[config.mk]
export PLATFORM = sky130hd
export DESIGN_NAME = pcc_attr_seq
export DESIGN_NICKNAME = d
export VERILOG_FILES = /design/src/rtl/pcc_attr_pkg.sv /design/src/rtl/pcc_nwait_sync.sv /design/src/rtl/pcc_timing_reg.sv /design/src/rtl/pcc_phase_ctr.sv /design/src/rtl/pcc_attr_seq.sv
export SDC_FILE = /design/constraint.sdc
export NUM_CORES = 1
export LEC_CHECK = 0
export BUFFER_PORTS_ARGS = -buffer_cell sky130_fd_sc_hd__buf_2
export CORE_MARGIN = 4
export CORE_UTILIZATION = 40
export DETAILED_ROUTE_END_ITERATION = 8
export GPL_TIMING_DRIVEN = 0
export PLACE_DENSITY = 0.72
export SLEW_MARGIN = 10
export SYNTH_ARGS = -nofsm -noshare
export SYNTH_HDL_FRONTEND = slang
export SYNTH_SLANG_ARGS = --single-unit
[constraint.sdc]
create_clock -name clk -period 2.85 [get_ports clk]
set_input_delay 0.285 -clock clk [delete_from_list [all_inputs] [get_ports clk]]
set_output_delay 0.285 -clock clk [all_outputs]
set_load 0.01 [all_outputs]
[src/rtl/pcc_attr_pkg.sv]
package pcc_attr_pkg;
  localparam int FW = 8;
  localparam int CW = FW + 1;

  typedef logic [FW-1:0] field_t;
  typedef logic [CW-1:0] count_t;

  typedef enum logic [1:0] {ST_IDLE, ST_SETUP, ST_CMD, ST_HOLD} phase_e;

  typedef struct packed {
    field_t spare;
    field_t hold;
    field_t wt;
    field_t setup;
  } timing_t;

  function automatic logic timing_bad(timing_t t);
    logic bad;
    bad = (t.setup == '1) || (t.wt == '0) || (t.wt == '1) ||
          (t.hold == '0) || (t.hold == '1);
    return bad && (t.spare == t.spare);
  endfunction

  function automatic count_t setup_load(field_t f);
    return {1'b0, f};
  endfunction

  function automatic count_t cmd_load(field_t f);
    return {1'b0, f};
  endfunction

  function automatic count_t hold_load(field_t f, logic wr);
    return wr ? ({1'b0, f} - count_t'(1)) : ({1'b0, f} + count_t'(1));
  endfunction
endpackage

[src/rtl/pcc_nwait_sync.sv]
module pcc_nwait_sync #(
  parameter int STAGES = 2
) (
  input  logic clk,
  input  logic rst_n,
  input  logic async_i,
  output logic sync_o
);
  logic [STAGES-1:0] chain;

  always_ff @(posedge clk or negedge rst_n) begin
    if (!rst_n) chain <= '1;
    else        chain <= {chain[STAGES-2:0], async_i};
  end

  assign sync_o = chain[STAGES-1];
endmodule

[src/rtl/pcc_timing_reg.sv]
module pcc_timing_reg
  import pcc_attr_pkg::*;
#(
  parameter logic [31:0] RESET_VAL = 32'hFCFC_FCFC
) (
  input  logic        clk,
  input  logic        rst_n,
  input  logic        we,
  input  logic [31:0] wdata,
  output timing_t     tim,
  output logic        bad
);
  always_ff @(posedge clk or negedge rst_n) begin
    if (!rst_n)  tim <= timing_t'(RESET_VAL);
    else if (we) tim <= timing_t'(wdata);
  end

  assign bad = timing_bad(tim);
endmodule

[src/rtl/pcc_phase_ctr.sv]
module pcc_phase_ctr #(
  parameter int W = 9
) (
  input  logic         clk,
  input  logic         rst_n,
  input  logic         load,
  input  logic [W-1:0] load_val,
  input  logic         dec,
  output logic         zero
);
  logic [W-1:0] cnt;

  always_ff @(posedge clk or negedge rst_n) begin
    if (!rst_n)    cnt <= '0;
    else if (load) cnt <= load_val;
    else if (dec)  cnt <= cnt - 1'b1;
  end

  assign zero = (cnt == '0);

  p_ctr_no_wrap_r3: assert property (@(posedge clk) disable iff (!rst_n)
    (dec && !load) |-> !zero);
endmodule

[src/rtl/pcc_attr_seq.sv]
module pcc_attr_seq
  import pcc_attr_pkg::*;
#(
  parameter int          ADDR_W      = 26,
  parameter int          DATA_W      = 16,
  parameter int          SYNC_STAGES = 2,
  parameter logic [31:0] TIMING_RST  = 32'hFCFC_FCFC
) (
  input  logic              clk,
  input  logic              rst_n,
  input  logic              cfg_we,
  input  logic [31:0]       cfg_wdata,
  input  logic              req_start,
  input  logic              req_write,
  input  logic [ADDR_W-1:0] req_addr,
  input  logic [DATA_W-1:0] req_wdata,
  output logic              req_busy,
  output logic              req_done,
  output logic              req_err,
  output logic [DATA_W-1:0] req_rdata,
  output logic [ADDR_W-1:0] dev_addr,
  output logic [DATA_W-1:0] dev_dout,
  input  logic [DATA_W-1:0] dev_din,
  output logic              dev_doe,
  output logic              dev_noe_n,
  output logic              dev_nwe_n,
  input  logic              dev_nwait_n
);
  timing_t           tim_live;
  logic              tim_bad;
  field_t            wt_q, hold_q;
  phase_e            st;
  logic              wr_q, done_q, err_q;
  logic [ADDR_W-1:0] addr_q;
  logic [DATA_W-1:0] wdata_q, rdata_q;
  logic              nwait_ok;
  logic              ctr_zero, ctr_load, ctr_dec;
  count_t            ctr_val;

  pcc_timing_reg #(.RESET_VAL(TIMING_RST)) u_tim (
    .clk(clk), .rst_n(rst_n), .we(cfg_we), .wdata(cfg_wdata),
    .tim(tim_live), .bad(tim_bad));

  pcc_nwait_sync #(.STAGES(SYNC_STAGES)) u_sync (
    .clk(clk), .rst_n(rst_n), .async_i(dev_nwait_n), .sync_o(nwait_ok));

  pcc_phase_ctr #(.W(CW)) u_ctr (
    .clk(clk), .rst_n(rst_n), .load(ctr_load), .load_val(ctr_val),
    .dec(ctr_dec), .zero(ctr_zero));

  // Named internal events
  logic accept, accept_ok, accept_bad;
  logic setup_end, cmd_last, cmd_stall, hold_end;

  assign accept     = (st == ST_IDLE) && req_start;
  assign accept_ok  = accept && !tim_bad;
  assign accept_bad = accept && tim_bad;
  assign setup_end  = (st == ST_SETUP) && ctr_zero;
  assign cmd_last   = (st == ST_CMD) && ctr_zero && nwait_ok;
  assign cmd_stall  = (st == ST_CMD) && ctr_zero && !nwait_ok;
  assign hold_end   = (st == ST_HOLD) && ctr_zero;

  always_comb begin
    ctr_load = accept_ok || setup_end || cmd_last;
    if (accept_ok)      ctr_val = setup_load(tim_live.setup);
    else if (setup_end) ctr_val = cmd_load(wt_q);
    else                ctr_val = hold_load(hold_q, wr_q);
    ctr_dec = (st != ST_IDLE) && !ctr_zero && !ctr_load;
  end

  always_ff @(posedge clk or negedge rst_n) begin
    if (!rst_n) begin
      st      <= ST_IDLE;
      wr_q    <= 1'b0;
      addr_q  <= '0;
      wdata_q <= '0;
      rdata_q <= '0;
      wt_q    <= '0;
      hold_q  <= '0;
      done_q  <= 1'b0;
      err_q   <= 1'b0;
    end else begin
      done_q <= 1'b0;
      err_q  <= 1'b0;
      unique case (st)
        ST_IDLE: begin
          if (accept_ok) begin
            st      <= ST_SETUP;
            wr_q    <= req_write;
            addr_q  <= req_addr;
            wdata_q <= req_wdata;
            wt_q    <= tim_live.wt;
            hold_q  <= tim_live.hold;
          end else if (accept_bad) begin
            done_q <= 1'b1;
            err_q  <= 1'b1;
          end
        end
        ST_SETUP: if (setup_end) st <= ST_CMD;
        ST_CMD: begin
          if (cmd_last) begin
            st <= ST_HOLD;
            if (!wr_q) rdata_q <= dev_din;
          end
        end
        ST_HOLD: begin
          if (hold_end) begin
            st     <= ST_IDLE;
            done_q <= 1'b1;
          end
        end
        default: st <= ST_IDLE;
      endcase
    end
  end

  assign req_busy  = (st != ST_IDLE);
  assign req_done  = done_q;
  assign req_err   = err_q;
  assign req_rdata = rdata_q;
  assign dev_addr  = addr_q;
  assign dev_dout  = wdata_q;
  assign dev_doe   = wr_q && (st != ST_IDLE);
  assign dev_noe_n = !((st == ST_CMD) && !wr_q);
  assign dev_nwe_n = !((st == ST_CMD) && wr_q);

  p_setup_to_cmd_r2: assert property (@(posedge clk) disable iff (!rst_n)
    setup_end |=> (!dev_noe_n || !dev_nwe_n));
  p_stall_holds_r4: assert property (@(posedge clk) disable iff (!rst_n)
    cmd_stall |=> (st == ST_CMD));
  p_done_idle_r5: assert property (@(posedge clk) disable iff (!rst_n)
    req_done |-> !req_busy);
  p_read_no_drive_r6: assert property (@(posedge clk) disable iff (!rst_n)
    !dev_noe_n |-> (!dev_doe && dev_nwe_n));
  p_err_with_done_r8: assert property (@(posedge clk) disable iff (!rst_n)
    req_err |-> req_done);
  p_bad_skips_r8: assert property (@(posedge clk) disable iff (!rst_n)
    accept_bad |=> (!req_busy && dev_noe_n && dev_nwe_n));
  p_ignore_start_r9: assert property (@(posedge clk) disable iff (!rst_n)
    (req_busy && req_start) |=> $stable(dev_addr));
endmodule

# After elaboration in Yosys (flattened, before gate mapping)
# Index checks and enable logic that the tools add are counted.
[word_totals] regBits=114 inputBits=96 output_inout_bits=64
[classes] add_sub_neg=3 eq_ne=10 n_mux=15 bitwise_logic=1 n_reduce_logical=33
[ops] operator="2-to-1 mux 9 bit" n=5
[ops] operator="equality test 8 bit, second input constant" n=3
[ops] operator="logical NOT 8 bit" n=2
[ops] operator="logical AND 1 bit" n=12
[ops] operator="adder 8 x 1 -> 9 bit, second input constant" n=1
[ops] operator="logical NOT 9 bit" n=1
[ops] operator="subtractor 8 x 1 -> 9 bit, second input constant" n=1
[ops] operator="subtractor 9 x 1 -> 9 bit, second input constant" n=1
[ops] operator="2-to-1 mux 2 bit" n=4
[ops] operator="inequality test 2 bit, second input constant" n=4
[ops] operator="case mux 2 bit (4 select lines)" n=1
[ops] operator="logical NOT 1 bit" n=6
[ops] operator="logical OR 1 bit" n=6
[ops] operator="equality test 2 bit, second input constant" n=2
[ops] operator="2-to-1 mux 1 bit" n=4
[ops] operator="AND reduction 4 bit" n=1
[ops] operator="nonzero test 2 bit" n=2
[ops] operator="AND reduction 3 bit" n=1
[ops] operator="equality test 2 x 1 -> 1 bit, second input constant" n=1
[ops] operator="logical NOT 2 bit" n=1
[ops] operator="case mux 1 bit (2 select lines)" n=1
[ops] operator="AND reduction 2 bit" n=1
[ops] operator="inverter 1 bit" n=1

# Logic depth before layout (Yosys ltp)
[depth] word_depth=13 depth_mapped=8

# Hierarchy
# Synthesis repeated with hierarchy kept, for this count alone.
[unflattened] cells_unflattened=533 hier_area_um2=5586.6
[modules_own_cells] module="pcc_attr_seq" instances=1 cells_per_inst=392 area_per_inst_um2=3567.2 seq_area_each_um2=1976.9
[modules_own_cells] module="pcc_timing_reg" instances=1 cells_per_inst=83 area_per_inst_um2=1462.7 seq_area_each_um2=830.8
[modules_own_cells] module="pcc_phase_ctr" instances=1 cells_per_inst=56 area_per_inst_um2=504.2 seq_area_each_um2=225.2
[modules_own_cells] module="pcc_nwait_sync" instances=1 cells_per_inst=2 area_per_inst_um2=52.6 seq_area_each_um2=52.6

# Worst setup path after synthesis
# Ideal clock, no wire load.
[synth_path] path_type="flip-flop to flip-flop" start="register wr_q" end="register u_ctr.cnt[6]" setup_ps=120 arrival_ps=2167 required_time_ps=2730 setup_slack_ps=564 stages_incl_launch_ff=9 path_cell_list="dfrtp_1 > inv_1 > fa_1 > nor2b_1 > o31ai_2 > a21boi_1 > xor2_1 > or4_1 > a31o_1"
[synth_between] elab_chain_cells=4
[synth_lines] element="from (decl)" line="pcc_attr_seq.sv:33" source="logic wr_q, done_q, err_q;"
[synth_lines] element="from (signal assigned)" line="pcc_attr_seq.sv:89" source="wr_q <= req_write;"
[synth_lines] element="2-to-1 mux 9 bit" line="pcc_attr_pkg.sv:33" source="return wr ? ({1'b0, f} - count_t'(1)) : ({1'b0, f} + count_t'(1));"
[synth_lines] element="2-to-1 mux 9 bit" line="pcc_attr_seq.sv:66" source="else if (setup_end) ctr_val = cmd_load(wt_q);"
[synth_lines] element="2-to-1 mux 9 bit" line="pcc_attr_seq.sv:65" source="if (accept_ok) ctr_val = setup_load(tim_live.setup);"
[synth_lines] element="2-to-1 mux 9 bit" line="pcc_phase_ctr.sv:15" source="else if (load) cnt <= load_val;"
[synth_lines] element="to (signal assigned)" line="pcc_phase_ctr.sv:15"
[synth_lines] element="to (signal assigned)" line="pcc_phase_ctr.sv:16" source="else if (dec) cnt <= cnt - 1'b1;"
[synth_lines] element="to (decl)" line="pcc_phase_ctr.sv:11" source="logic [W-1:0] cnt;"
# No other way between the ends.
# A chain may end at the register's enable or synchronous reset.

# Worst setup path in the final report
# Same ends and word-level chain as after synthesis.

==> run_results.csv <==
group,metric,value,unit
final_layout,multi_input_area,2070,um^2
yosys,yosysSeqAreaShare,56.4,%
timing,fin_setup_tns,0,ns
yosys,yosysMostFrequentCell,"dfrtp_1",
grt,grt_pass1_vias,3849,
drt,wl_met2,5.66,mm
yosys,synthTopCellsByCount,"dfrtp_1 (94), mux2_2 (55), mux2_1 (45), nor2_1 (21), dfstp_2 (20)",
yosys,synth_area_per_cell,13.7,um^2
yosys,synth-main-ff-cell,"dfrtp_1",
critical_path,cp.arrival,2.94,ns
timing,hold_viol,0,
power_and_ir_drop,pwr_density_cell,1080,nW/um^2
final_layout,finalNetCount,655,
yosys,ys_top_cells_by_area,"dfrtp_1 (46%), mux2_2 (12%), dfstp_2 (10%)",
yosys,syn_inst,374,
run_status,outcome,"finished, final reports clean",
grt,overflow,0,
place,dp_hpwl,8.53,mm
drt,wl,11.3,mm
yosys,yosysTopAreaCell,"dfrtp_1",
timing,max_slew_margin,57.2,%
drt,firstDrtPassIters,4,
clock_tree,ctsResizeCount,0,
die,rows,41,
flow_run,maxCapViolations,0,
critical_path,worstSetupPathType,"flop to flop",
final_layout,area_growth,32.7,%
timing,fin_crit,2.63,ns
critical_path,cp_num_buf_inv,1,
place,place.gp.congestion,0.826,
final_layout,ff_latch_area,2880,um^2
die,core,12600,um^2
yosys,synth_enable_flop_cells,0,
timing,finalCritPeriodShare,92.2,%
drt,detail-route-antenna-nets,0,
clock_tree,clock_path_buffers,2,
timing,tightest_slew,0.642,ns
drt,wl_met3,731,um
timing,max_freq,0.380,GHz
critical_path,slowest_delay,0.64,ns
drt,vias,3629,
die,dieArea,14600,um^2
critical_path,cp_slowest_cell,"dfrtp_1",
min_path,hold_path_class,"primary input to flop",
timing,slew_viol_final,0,
grt,grtUsageTotal,16.6,%
die,die_y,121,um
power_and_ir_drop,power_leakage,3.20,nW
clock_tree,cts_max_level,4,
timing,setup_violations,0,
power_and_ir_drop,peakVddDrop,0.609,mV
yosys,synthesis.area,5110,um^2
clock_tree,postCtsHoldBufs,2,
die,start_util,40.6,%
grt,grt_pass1_wl,18.8,mm
yosys,synth_cell_types,49,
timing,rsz0062_at_grt,"false",
critical_path,worst_setup_path_start_kind,"flop",
clock_tree,cts-root-buf,"clkbuf_16",
die,die_w,121,um
grt,grt_max_degree,64,
power_and_ir_drop,power,7.30,mW
yosys,synth_fp_nets,483,
drt,drtIter0Drc,130,
drt,vias_per_cell,4.96,
clock_tree,cts_num_sinks,114,
yosys,ys_ff_latch,114,
critical_path,critPathTopFamily,"simple AND/OR/NAND/NOR gates",
yosys,yosysWarnings,0,
place,numPortBuffers,150,
final_layout,layout-drive-gt1-share,49.7,%
drt,routed.top_layer,"met4",
clock_tree,postCtsSetupRepairBufs,0,
clock_tree,cts_tree,"yes",
critical_path,crit_required,3.16,ns
grt,antenna_found_initial,0,
clock_tree,cts_buffers,17,
critical_path,path_max_fanout,13,
timing,finClkSkew,0.0110,ns
final_layout,nFillCells,1083,
clock_tree,clkLatencyLatePin,0.42,ns
critical_path,cp_cell_sequence,"inv_1, fa_1, nor2b_1, o31ai_2, a21boi_1, xor2_1, or4_1, a31o_1",
die,boundaryPins,160,
drt,drcViolationCount,0,
clock_tree,path_clk_slew,0.05,ns
critical_path,endpoint_kind,"flop",
final_layout,antenna_cells,0,
yosys,ys_async_sr_fraction,100,%
final_layout,fin_util,53.9,%
yosys,synth_top_cell_area_share,46.1,%
drt,wl_met1,4.74,mm
drt,wl_per_cell,15.5,um
stage by stage:
stage	cells	worst slack (ns)	cell area [um^2]	hold slack, ns
final	731	0.222	6770	0.0812
after global routing	731	0.0435	6770	0.0716
after CTS	731	0.178	6770	0.0661
after detailed placement	697	0.188	6110	0.270
after global placement	696	0.196	6070	0.348
after floorplan	374	0.564	5110	-0.0106
layout make-up:
cell class	instances	share of cell area, %
buffer	13	1.66
clock inverter	9	2.22
tap	172	3.18
timing repair buffer	153	11.9
multi-input combinational	234	30.5
clock buffer	23	7.35
inverter	13	0.720
sequential	114	42.5
flip-flops by register name (all words and copies together), names as in the netlist:
register	cells
dev_addr	26
u_tim.tim	24
dev_dout	16
req_rdata	16
u_ctr.cnt	9
hold_q	8
wt_q	8
st	2
u_sync.chain	2
req_done	1
req_err	1
wr_q	1
final timing paths:
kind	startpoint	endpoint	slack, ns	cells past startpoint
worst max-delay path	wr_q$_DFFE_PN0P_	u_ctr.cnt[6]$_DFFE_PN0P_	0.22	8
worst min-delay path	req_addr[11]	dev_addr[11]$_DFFE_PN0P_	0.08	2
worst max register to register	wr_q$_DFFE_PN0P_	u_ctr.cnt[6]$_DFFE_PN0P_	0.22	8
worst min register to register	u_sync.chain[0]$_DFF_PN1_	u_sync.chain[1]$_DFF_PN1_	0.35	0
max in group asynchronous	rst_n	u_tim.tim[10]$_DFFE_PN1P_	1.74	3
min in group asynchronous	rst_n	dev_addr[1]$_DFFE_PN0P_	0.40	2
placed cells by master (no fill, tap or decap), types with 4 or more instances in the layout:
cell	netlist	layout
dfrtp_1	94	94
mux2_1	45	45
inv_1	13	13
mux2_2	55	55
clkbuf_16	0	17
buf_6	8	9
clkbuf_1	4	5
nand3_1	4	4
a21oi_1	10	10
xnor2_1	4	4
nand2_1	10	10
nor3_1	5	5
clkbuf_8	0	5
o21ai_0	5	5
bufinv_16	0	4
and3_1	4	4
buf_2	0	149
nand4_1	6	6
dfstp_2	20	20
nor2_1	21	21
ha_1	12	12
routing by layer:
| layer | vias up | GRT usage (%) |
|---|---|---|
| li1 | 1703 | - |
| met1 | 1798 | 20.4 |
| met2 | 112 | 27.0 |
| met3 | 16 | 5.36 |
| met4 | 0 | 7.01 |
| met5 | - | 0 |
cell families after synthesis:
kind of cell | share of synthesized area [%]
adder cells (fa/ha/maj) | 3.33
flip-flops | 56.4
buffers and inverters | 3.16
AND/OR/NAND/NOR | 7.89
multiplexers | 22.6
XOR/XNOR | 1.20
AO/OA/AOI/OAI | 5.42
power by group:
| group | leakage, nW | internal, mW | switching (mW) |
|---|---|---|---|
| logic | 1.53 | 1.21 | 1.23 |
| registers | 1.36 | 2.19 | 0.366 |
| clock network | 0.315 | 1.57 | 0.722 |
Power figures use the tool's default switching activity.
